--- src/rtl/i2c_tg_pkg.sv ---
// Shared types and helpers for the I2C bus clock and data edge timer.
// Assumes nothing beyond IEEE 1800-2017 packages.
package i2c_tg_pkg;

    // Phase of the SCL waveform generator.
    typedef enum logic [1:0] {
        PH_IDLE = 2'd0,
        PH_LOW  = 2'd1,
        PH_HIGH = 2'd2
    } phase_t;

endpackage

--- src/rtl/tg_cfg_latch.sv ---
// Captures the timing configuration while the controller is disabled and
// turns it into effective phase lengths and strobe positions.
// Assumes CW > SUW so an 8-bit setup or hold count fits in a phase count.
module tg_cfg_latch #(
    parameter int CW       = 16,
    parameter int SUW      = 8,
    parameter int MIN_HIGH = 6,
    parameter int MIN_LOW  = 8
) (
    input  logic           clk,
    input  logic           rst_n,
    input  logic           enable,
    input  logic           std_sel,
    input  logic           fast_sel,
    input  logic [CW-1:0]  std_hi,
    input  logic [CW-1:0]  std_lo,
    input  logic [CW-1:0]  fst_hi,
    input  logic [CW-1:0]  fst_lo,
    input  logic [SUW-1:0] setup_cnt,
    input  logic [SUW:0]   hold_word,
    output logic [CW-1:0]  hi_len,
    output logic [CW-1:0]  lo_len,
    output logic [CW-1:0]  samp_at,
    output logic [CW-1:0]  launch_at
);

    localparam logic [CW-1:0] HI_FLOOR = CW'(MIN_HIGH);
    localparam logic [CW-1:0] LO_FLOOR = CW'(MIN_LOW);

    logic          use_fast;
    logic [CW-1:0] raw_hi, raw_lo, eff_hi, eff_lo;
    logic [CW-1:0] su_eff, room, hold_idx, launch_nx;

    // Pick the speed pair and raise each count to its floor.
    always_comb begin
        use_fast = fast_sel & ~std_sel;
        raw_hi   = use_fast ? fst_hi : std_hi;
        raw_lo   = use_fast ? fst_lo : std_lo;
        eff_hi   = (raw_hi < HI_FLOOR) ? HI_FLOOR : raw_hi;
        eff_lo   = (raw_lo < LO_FLOOR) ? LO_FLOOR : raw_lo;
    end

    // Place the launch cycle: hold count first, then pulled in by setup.
    always_comb begin
        su_eff    = (setup_cnt == '0) ? CW'(1) : CW'(setup_cnt);
        room      = (eff_lo >= su_eff) ? (eff_lo - su_eff) : '0;
        hold_idx  = hold_word[SUW] ? CW'(hold_word[SUW-1:0]) : '0;
        launch_nx = (hold_idx < room) ? hold_idx : room;
    end

    // Hold the captured values while enabled; track inputs while disabled.
    always_ff @(posedge clk) begin
        if (!rst_n) begin
            hi_len    <= HI_FLOOR;
            lo_len    <= LO_FLOOR;
            samp_at   <= HI_FLOOR >> 1;
            launch_at <= '0;
        end else if (!enable) begin
            hi_len    <= eff_hi;
            lo_len    <= eff_lo;
            samp_at   <= eff_hi >> 1;
            launch_at <= launch_nx;
        end
    end

    assert_hi_floor_R3: assert property (@(posedge clk) disable iff (!rst_n)
        hi_len >= HI_FLOOR);

    assert_lo_floor_R4: assert property (@(posedge clk) disable iff (!rst_n)
        lo_len >= LO_FLOOR);

    assert_launch_in_low_R8: assert property (@(posedge clk) disable iff (!rst_n)
        launch_at < lo_len);

    assert_cfg_frozen_R9: assert property (@(posedge clk) disable iff (!rst_n)
        (enable && $past(enable)) |->
            ($stable(hi_len) && $stable(lo_len) && $stable(launch_at) && $stable(samp_at)));

endmodule

--- src/rtl/tg_phase_ctr.sv ---
// Runs the SCL low/high phase counter and raises the sample and launch
// strobes. Assumes the configuration inputs are stable while enabled and
// that scl_in reads low whenever scl_out drives low.
module tg_phase_ctr
    import i2c_tg_pkg::*;
#(
    parameter int CW = 16
) (
    input  logic          clk,
    input  logic          rst_n,
    input  logic          enable,
    input  logic          scl_in,
    input  logic [CW-1:0] hi_len,
    input  logic [CW-1:0] lo_len,
    input  logic [CW-1:0] samp_at,
    input  logic [CW-1:0] launch_at,
    output logic          scl_out,
    output logic          sample_stb,
    output logic          launch_stb
);

    phase_t        phase;
    logic [CW-1:0] cnt;
    logic          hi_adv;

    // A high cycle counts once the bus has been seen high in this phase.
    always_comb begin
        hi_adv     = (phase == PH_HIGH) && ((cnt != '0) || scl_in);
        scl_out    = (phase != PH_LOW);
        sample_stb = hi_adv && (cnt == samp_at);
        launch_stb = (phase == PH_LOW) && (cnt == launch_at);
    end

    // Step through idle, low and high phases.
    always_ff @(posedge clk) begin
        if (!rst_n || !enable) begin
            phase <= PH_IDLE;
            cnt   <= '0;
        end else begin
            case (phase)
                PH_IDLE: begin
                    phase <= PH_LOW;
                    cnt   <= '0;
                end
                PH_LOW: begin
                    if (cnt == lo_len - CW'(1)) begin
                        phase <= PH_HIGH;
                        cnt   <= '0;
                    end else begin
                        cnt <= cnt + CW'(1);
                    end
                end
                PH_HIGH: begin
                    if (hi_adv) begin
                        if (cnt == hi_len - CW'(1)) begin
                            phase <= PH_LOW;
                            cnt   <= '0;
                        end else begin
                            cnt <= cnt + CW'(1);
                        end
                    end
                end
                default: begin
                    phase <= PH_IDLE;
                    cnt   <= '0;
                end
            endcase
        end
    end

    assert_off_quiet_R1: assert property (@(posedge clk) disable iff (!rst_n)
        !enable |=> (scl_out && !sample_stb && !launch_stb));

    assert_wait_high_R5: assert property (@(posedge clk) disable iff (!rst_n)
        (enable && phase == PH_HIGH && cnt == '0 && !scl_in) |=> scl_out);

    assert_sample_in_high_R6: assert property (@(posedge clk) disable iff (!rst_n)
        sample_stb |-> scl_out);

    assert_strobes_apart_R6: assert property (@(posedge clk) disable iff (!rst_n)
        $onehot0({sample_stb, launch_stb}));

    assert_launch_in_low_R7: assert property (@(posedge clk) disable iff (!rst_n)
        launch_stb |-> !scl_out);

    assert_launch_single_R7: assert property (@(posedge clk) disable iff (!rst_n)
        launch_stb |=> !launch_stb);

endmodule

--- src/rtl/i2c_scl_sda_timer.sv ---
// Top of the I2C bus clock and data edge timer: configuration capture
// followed by the phase counter. Assumes configuration moves only while
// enable is low and scl_in is the wired-AND bus level of SCL.
module i2c_scl_sda_timer #(
    parameter int CW       = 16,
    parameter int SUW      = 8,
    parameter int MIN_HIGH = 6,
    parameter int MIN_LOW  = 8
) (
    input  logic           clk,
    input  logic           rst_n,
    input  logic           enable,
    input  logic           std_sel,
    input  logic           fast_sel,
    input  logic [CW-1:0]  std_high_cnt,
    input  logic [CW-1:0]  std_low_cnt,
    input  logic [CW-1:0]  fast_high_cnt,
    input  logic [CW-1:0]  fast_low_cnt,
    input  logic [SUW-1:0] sda_setup_cnt,
    input  logic [SUW:0]   sda_hold_cfg,
    input  logic           scl_in,
    output logic           scl_out,
    output logic           sample_stb,
    output logic           launch_stb
);

    logic [CW-1:0] hi_len, lo_len, samp_at, launch_at;

    tg_cfg_latch #(
        .CW(CW), .SUW(SUW), .MIN_HIGH(MIN_HIGH), .MIN_LOW(MIN_LOW)
    ) u_cfg (
        .clk       (clk),
        .rst_n     (rst_n),
        .enable    (enable),
        .std_sel   (std_sel),
        .fast_sel  (fast_sel),
        .std_hi    (std_high_cnt),
        .std_lo    (std_low_cnt),
        .fst_hi    (fast_high_cnt),
        .fst_lo    (fast_low_cnt),
        .setup_cnt (sda_setup_cnt),
        .hold_word (sda_hold_cfg),
        .hi_len    (hi_len),
        .lo_len    (lo_len),
        .samp_at   (samp_at),
        .launch_at (launch_at)
    );

    tg_phase_ctr #(
        .CW(CW)
    ) u_phase (
        .clk        (clk),
        .rst_n      (rst_n),
        .enable     (enable),
        .scl_in     (scl_in),
        .hi_len     (hi_len),
        .lo_len     (lo_len),
        .samp_at    (samp_at),
        .launch_at  (launch_at),
        .scl_out    (scl_out),
        .sample_stb (sample_stb),
        .launch_stb (launch_stb)
    );

endmodule

--- config.mk ---
export PLATFORM = sky130hd
export DESIGN_NAME = i2c_scl_sda_timer
export DESIGN_NICKNAME = d
export VERILOG_FILES = /design/src/rtl/i2c_tg_pkg.sv /design/src/rtl/tg_cfg_latch.sv /design/src/rtl/tg_phase_ctr.sv /design/src/rtl/i2c_scl_sda_timer.sv
export SDC_FILE = /design/constraint.sdc
export NUM_CORES = 1
export LEC_CHECK = 0
export BUFFER_PORTS_ARGS = -buffer_cell sky130_fd_sc_hd__buf_4
export CORE_AREA = 2 2 116 118
export DETAILED_ROUTE_END_ITERATION = 8
export DIE_AREA = 0 0 118 120
export HOLD_SLACK_MARGIN = 0.03
export PLACE_DENSITY_LB_ADDON = 0.08
export SLEW_MARGIN = 0
export SYNTH_ARGS = -nofsm -noshare
export SYNTH_HDL_FRONTEND = slang
export SYNTH_SLANG_ARGS = --single-unit
--- constraint.sdc ---
create_clock -name clk -period 11.25 [get_ports clk]
set_clock_uncertainty 0.1 [all_clocks]
set_input_delay 1.6875 -clock clk [delete_from_list [all_inputs] [get_ports clk]]
set_output_delay 1.6875 -clock clk [all_outputs]
set_load 0.01 [all_outputs]
==> results of run 1 <==
==> synth_stat cells, types with 3 or more instances <==
master and n:
dfxtp_1 66, o41ai_1 4, nand3b_1 4, o21a_1 5, o22ai_1 3, xor2_1 44, nor3_1 18, a21boi_0 5
o211a_1 5, ha_1 23, and3_1 13, buf_1 9, or3_1 7, nor2_1 54, o21ai_0 22, xnor2_1 44
inv_1 37, a211oi_1 3, o211ai_1 6, a31oi_1 11, mux2_2 3, or4_1 6, nor4_1 20, nand2b_1 8
a21o_1 5, nor3b_1 3, o41a_1 8, mux2i_1 12, o31ai_1 10, and4_1 3, nand3_1 21, a21oi_1 62
nand2_1 100, clkbuf_1 41, nand4_1 12, nor2b_1 30
==> worst max-delay path: cells and delay by family <==
| kind | cells | cell delay (ns) |
|---|---|---|
| AO/OA/AOI/OAI | 9 | 2.00 |
| adder cells (fa/ha/maj) | 3 | 0.71 |
| buffers and inverters | 3 | 0.50 |
| multiplexers | 1 | 0.39 |
| AND/OR/NAND/NOR | 9 | 2.35 |
==> through the flow <==
stage	utilization, %	setup slack, ns	std cells
5_1_grt	52.1	3.10	1002
4_1_cts	52.1	3.70	1002
6_report	52.1	3.67	1002
3_3_place_gp	49.3	3.54	986
2_1_floorplan	-	4.37	773
3_5_place_dp	49.3	3.38	986
==> per-layer routing <==
metal,GRT usage [%],vias to the layer above,part of all wire [%]
li1,-,2833,-
met5,0,-,0
met4,7.38,0,2.3
met2,40.3,159,48
met3,2.95,25,4.5
met1,31.0,2572,46
==> worst paths after layout <==
| path | to | depth (start not counted) |
|---|---|---|
| setup / recovery | u_cfg.launch_at[6]$_SDFFE_PN0N_ | 25 |
| setup reg to reg | u_phase.cnt[4]$_SDFFE_PP0P_ | 8 |
| hold / removal | u_cfg.launch_at[11]$_SDFFE_PN0N_ | 1 |
| hold reg to reg | u_cfg.launch_at[11]$_SDFFE_PN0N_ | 1 |
==> layout by cell type (no fill, tap or decap), types with 23 or more instances in the layout <==
master	netlist	final
buf_4	0	91
xor2_1	44	44
nand2_1	100	100
nor2_1	54	54
xnor2_1	44	44
a21oi_1	62	62
ha_1	23	23
inv_1	37	37
dfxtp_1	66	66
nor2b_1	30	29
==> registers in the layout (all words and copies together), names as in the netlist <==
signal           count
u_cfg.hi_len        16
u_cfg.launch_at     16
u_cfg.lo_len        16
u_phase.cnt         16
u_phase.phase        2
==> cell type report <==
class	count	area (um^2)	area share, %
multi-input combinational	615	4030	59.6
sequential	66	1320	19.5
timing repair buffer	91	683	10.1
clock buffer	10	229	3.38
tap	176	220	3.26
inverter	38	143	2.11
clock inverter	6	138	2.03
==> cells by family (layout without fill, tap and decap cells) <==
group / count (synthesis) / after routing / synth area share (%)
AOI/OAI and AO/OA: 170 / 170 / 19.9
adders and majority gates: 24 / 24 / 5.39
buffers and inverters: 92 / 145 / 6.35
and+or+nand+nor: 317 / 317 / 28.9
xor gates and xnor gates: 88 / 88 / 13.5
muxes: 16 / 16 / 2.89
DFF: 66 / 66 / 23.1
==> power groups by stage <==
stage	combinational, mW	sequential [mW]	clock [mW]
detailed placement	0.172	0.263	0
global route	0.196	0.260	0.362
finish	0.174	0.258	0.346
CTS	0.174	0.258	0.351
global placement	0.169	0.263	0
floorplan	0.122	0.255	0
==> results.txt, run 1 <==
Worst hold-check path type -> reg2reg
Final hold vios -> 0
Critical Path Most Common Cell -> a21oi_1
Clk sink count -> 66
Final instance area -> 6770 um^2
DR vias/cell -> 5.58
Synth area leaders -> dfxtp_1 23%, xnor2_1 6.7%, xor2_1 6.7%, nand2_1 6.6%, a21oi_1 5.4%
Crit path largest cell delay -> 0.58 ns
Distinct cells, synth -> 69
Critical R2R Launch -> u_cfg.hi_len[2]$_SDFFE_PN1N_
Clk Latency, worst-skew pair -> 0.33 ns
Number of buffers created by CTS -> 9
Vias in the first global route -> 5369
NetSw -> 0.216 mW
Pwr/cell area -> 115 nW/um^2
Post-CTS setup buffers -> 0
Crit path launch type -> primary input
Avg Inst Size Synth -> 7.39 um^2
Top Ports -> 90
Outcome -> completed
DRT antenna net count -> 0
Maximum vdd drop -> 0.0811 mV
Clock power frac -> 44.4%
CP Data Arrival Time -> 7.67 ns
Main synth FF type -> dfxtp_1
Syn nets -> 884
Clock tree root buffer cell -> clkbuf_16
RSZ-0062 raised after global routing -> no
Logic pwr share -> 22.4%
# rows -> 42
Relative slew slack -> 37.5%
Area leader, netlist -> dfxtp_1
Final Max Tran Viols -> 0
Fill count -> 1297
Clock Pin Slew Worst Setup and Hold Paths -> 0.06 ns
WL/cell -> 16.2 um
Initial Util -> 44.0%
Layout area overhead -> 18.4%
Die width -> 118 um
Die Y -> 120 um
TritonCTS clock tree -> yes
Setup slack, reg-to-reg -> 7.45 ns
Sequential area share after synthesis -> 23.1%
First drt pass iteration count -> 5
Worst-path maximum fanout -> 35
Max-cap violations -> 0
# diodes -> 0
Post-synth EDFFs -> 0
Total GRT Usage -> 23.6%
Required time worst endpoint -> 11.34 ns
Cell Int Power -> 0.563 mW
Cells after synthesis -> 773
GRT overflow -> 0
GP Congestion -> 0.863
Fin nets -> 932
Post-synth top area share -> 23.1%
H-tree depth -> 3
Antenna violations before repair -> 0
Ys Warns -> 0
Post-CTS Hold Buffers -> 0
Tmin final -> 7.58 ns
Share of layout cells above drive strength 1 -> 14.9%
Synthesized flop and latch total -> 66
Final Hold Slack -> 0.394 ns
Post-DP HPWL -> 12.4 mm
CTS max path bufs -> 2
Buffers on Ports -> 89
Actual slew at the worst max-slew pin -> 0.933 ns
Final WL -> 16.2 mm
Slowest CP cell -> a21oi_1
Drt first-iter violations -> 377
Mapped Area -> 5710 um^2
Async SR Flop Fraction -> 0%
DRC viols -> 0
First-pass GRT wire length -> 27.3 mm
Critical path class -> in2reg
Sw Ratio -> 27.7%
Dpl cell area -> 6400 um^2
CTS resizes -> 0
Leakage -> 2.88 nW
Pin count of the biggest net entering global routing -> 65
Via count -> 5589
Setup violators final -> 0
Fmax -> 0.132 GHz
Die ar. -> 14200 um^2
CP endpoint kind -> flop
Overall power -> 0.778 mW
Final period utilization -> 67.4%
Core ar. -> 13000 um^2
Setup TNS -> 0 ns
HP Start -> u_cfg.launch_at[11]$_SDFFE_PN0N_
Setup crit start -> std_sel
Part of the power in registers -> 33.2%
Note: power is estimated with default switching activity, not from simulation.
==> run 2, diff against run 1 <==
==> constraint.sdc (replaced) <==
create_clock -name clk -period 7.9 [get_ports clk]
set_clock_uncertainty 0.1 [all_clocks]
set_input_delay 1.185 -clock clk [delete_from_list [all_inputs] [get_ports clk]]
set_output_delay 1.185 -clock clk [all_outputs]
set_load 0.01 [all_outputs]
==> results.txt, run 2 (same netlist as run 1, synthesis figures left out) <==
Outcome -> completed (unchanged)
GR Util met1 -> 30.2% (was 31.0%)
Crit path launch type -> primary input (unchanged)
Pin count of the biggest net entering global routing -> 65 (unchanged)
Hold path depth -> 1 (unchanged)
CTS resizes -> 0 (unchanged)
Die ar. -> 14200 um^2 (unchanged)
Die Y -> 120 um (unchanged)
Setup TNS -> 0 ns (unchanged)
GRT met3 Usage -> 2.95% (unchanged)
Critical Path Most Common Cell -> a21oi_1 (unchanged)
Total GRT Usage -> 23.8% (was 23.6%)
Worst-path maximum fanout -> 40 (was 35)
Clk sink count -> 66 (unchanged)
CP top delay family -> compound AO/OA/AOI/OAI gates (was simple AND/OR/NAND/NOR gates)
Final Max Tran Viols -> 0 (unchanged)
Share of layout cells above drive strength 1 -> 15.0% (was 14.9%)
Leakage -> 2.86 nW (was 2.88 nW)
Fmax -> 0.144 GHz
Actual slew at the worst max-slew pin -> 0.926 ns (was 0.933 ns)
HP Start -> u_cfg.launch_at[11]$_SDFFE_PN0N_ (unchanged)
Antenna violations before repair -> 0 (unchanged)
RSZ-0062 raised after global routing -> no (unchanged)
# rows -> 42 (unchanged)
Top Ports -> 90 (unchanged)
Most frequent cells in the layout -> 100 x nand2_1, 91 x buf_4, 66 x dfxtp_1 (unchanged)
CP endpoint kind -> flop (unchanged)
Logic pwr share -> 23.7% (was 22.4%)
Sw Ratio -> 29.2% (was 27.7%)
Post-DP HPWL -> 12.7 mm (was 12.4 mm)
Die width -> 118 um (unchanged)
DRT antenna net count -> 0 (unchanged)
Max-cap violations -> 0 (unchanged)
Reg2reg path depth -> 8 (unchanged)
Crit path largest cell delay -> 0.57 ns (was 0.58 ns)
Worst hold-check path type -> reg2reg (unchanged)
Buffers on Ports -> 89 (unchanged)
Number of buffers created by CTS -> 9 (unchanged)
Slowest CP cell -> a21oi_1 (unchanged)
Overall power -> 1.05 mW (was 0.778 mW)
Final hold vios -> 0 (unchanged)
Setup violators final -> 0 (unchanged)
Core ar. -> 13000 um^2 (unchanged)
Final WL -> 16.5 mm (was 16.2 mm)
Clock tree root buffer cell -> clkbuf_16 (unchanged)
NetSw -> 0.307 mW (was 0.216 mW)
CTS max path bufs -> 2 (unchanged)
R2r endpoint -> u_phase.cnt[14]$_SDFFE_PP0P_ (was u_phase.cnt[4]$_SDFFE_PP0P_)
Met2 usage -> 40.6% (was 40.3%)
Post-CTS Hold Buffers -> 0 (unchanged)
DR vias/cell -> 5.67 (was 5.58)
TritonCTS clock tree -> yes (unchanged)
Part of the power in registers -> 34.9% (was 33.2%)
Pwr/cell area -> 156 nW/um^2 (was 115 nW/um^2)
Fin nets -> 932 (unchanged)
CP Data Arrival Time -> 7.05 ns (was 7.67 ns)
Initial Util -> 44.0% (unchanged)
Post-CTS setup buffers -> 0 (unchanged)
Clk Latency, worst-skew pair -> 0.34 ns (was 0.33 ns)
Hold path endpoint -> u_cfg.launch_at[11]$_SDFFE_PN0N_ (unchanged)
Cell Int Power -> 0.744 mW (was 0.563 mW)
Maximum vdd drop -> 0.114 mV (was 0.0811 mV)
GRT overflow -> 0 (unchanged)
WL/cell -> 16.5 um (was 16.2 um)
Via count -> 5683 (was 5589)
Clock Pin Slew Worst Setup and Hold Paths -> 0.06 ns (about the same)
Setup slack, reg-to-reg -> 4.14 ns (was 7.45 ns)
First-pass GRT wire length -> 27.4 mm (was 27.3 mm)
Relative slew slack -> 38.0% (was 37.5%)
Vias in the first global route -> 5513 (was 5369)
Final period utilization -> 88.1%
Critical R2R Launch -> u_cfg.hi_len[2]$_SDFFE_PN1N_ (unchanged)
Layout area overhead -> 17.7% (was 18.4%)
GP Congestion -> 0.927 (was 0.863)
Critical path class -> in2reg (unchanged)
Commonest non-fill, non-tap cell in the layout -> nand2_1 (unchanged)
Drt first-iter violations -> 312 (was 377)
DRC viols -> 0 (unchanged)
Tmin final -> 6.96 ns
Required time worst endpoint -> 7.99 ns (was 11.34 ns)
# diodes -> 0 (unchanged)
WP buf/inv -> 3 (unchanged)
Clock power frac -> 41.3% (was 44.4%)
H-tree depth -> 3 (unchanged)
GRT busiest layer -> met2 (unchanged)
First drt pass iteration count -> 5 (unchanged)
==> run 2: changes by cell type in the layout (fill, tap and decap cells not counted), sizes merged <==
cell | before | now
bufinv | 4 | 2
clkinvlp | 0 | 2
==> run 2: through the flow <==
| stage | setup WS, ns | hold WS [ns] | cell area [um^2] | util (%) | cells |
|---|---|---|---|---|---|
| final | 0.944 | 0.403 | 6730 | 51.8 | 1002 |
| after detailed placement | 0.630 | 0.389 | 6400 | 49.3 | 986 |
| after CTS | 0.967 | 0.399 | 6730 | 51.8 | 1002 |
| after floorplan | 1.52 | 0.373 | 5710 | - | 773 |
| after global routing | 0.457 | 0.414 | 6730 | 51.8 | 1002 |
| after global placement | 0.854 | 0.387 | 6400 | 49.3 | 986 |
==> run 2: metal layers <==
metal  share of wire, %  vias to the layer above
li1                   -                     2830
met1                 45                     2677
met2                 48                      147
met3                3.8                       29
met4                3.2                        0
met5                  0                        -
==> run 2: power groups by stage <==
stage / combinational (mW) / sequential [mW] / clock, mW
after floorplan: 0.174 / 0.363 / 0
after global placement: 0.242 / 0.374 / 0
after detailed placement: 0.247 / 0.375 / 0
after CTS: 0.248 / 0.367 / 0.444
after global routing: 0.278 / 0.370 / 0.458
final: 0.249 / 0.367 / 0.434
==> run 2: worst max path at each step <==
| stage | from | end | slack [ns] | depth (start not counted) |
|---|---|---|---|---|
| finish | std_sel | u_cfg.launch_at[4]$_SDFFE_PN0N_ | 0.94 | 25 |
| floorplan | fast_sel | u_cfg.launch_at[0]$_SDFFE_PN0N_ | 1.52 | 25 |
| CTS | std_low_cnt[10] | u_cfg.launch_at[4]$_SDFFE_PN0N_ | 0.97 | 24 |
| global placement | std_low_cnt[10] | u_cfg.launch_at[4]$_SDFFE_PN0N_ | 0.85 | 24 |
| detailed placement | std_low_cnt[10] | u_cfg.launch_at[4]$_SDFFE_PN0N_ | 0.63 | 24 |
| global route | std_sel | u_cfg.launch_at[2]$_SDFFE_PN0N_ | 0.46 | 25 |
==> run 2: worst register-to-register path: cells and delay by family, from the launching register on <==
family           cells  cell delay, ns
AND/OR/NAND/NOR      4            2.09
flip-flops           1            0.37
AO/OA/AOI/OAI        3            0.68
multiplexers         1            0.37
==> run 2: cell type report <==
cell class	count	area, um^2
repair buffers	91	683
well taps	176	220
clock buffers	10	239
multi-input cells	615	4030
flip-flops and latches	66	1320
clock inverters	6	88.8
fillers	1317	6250
inverters	38	143
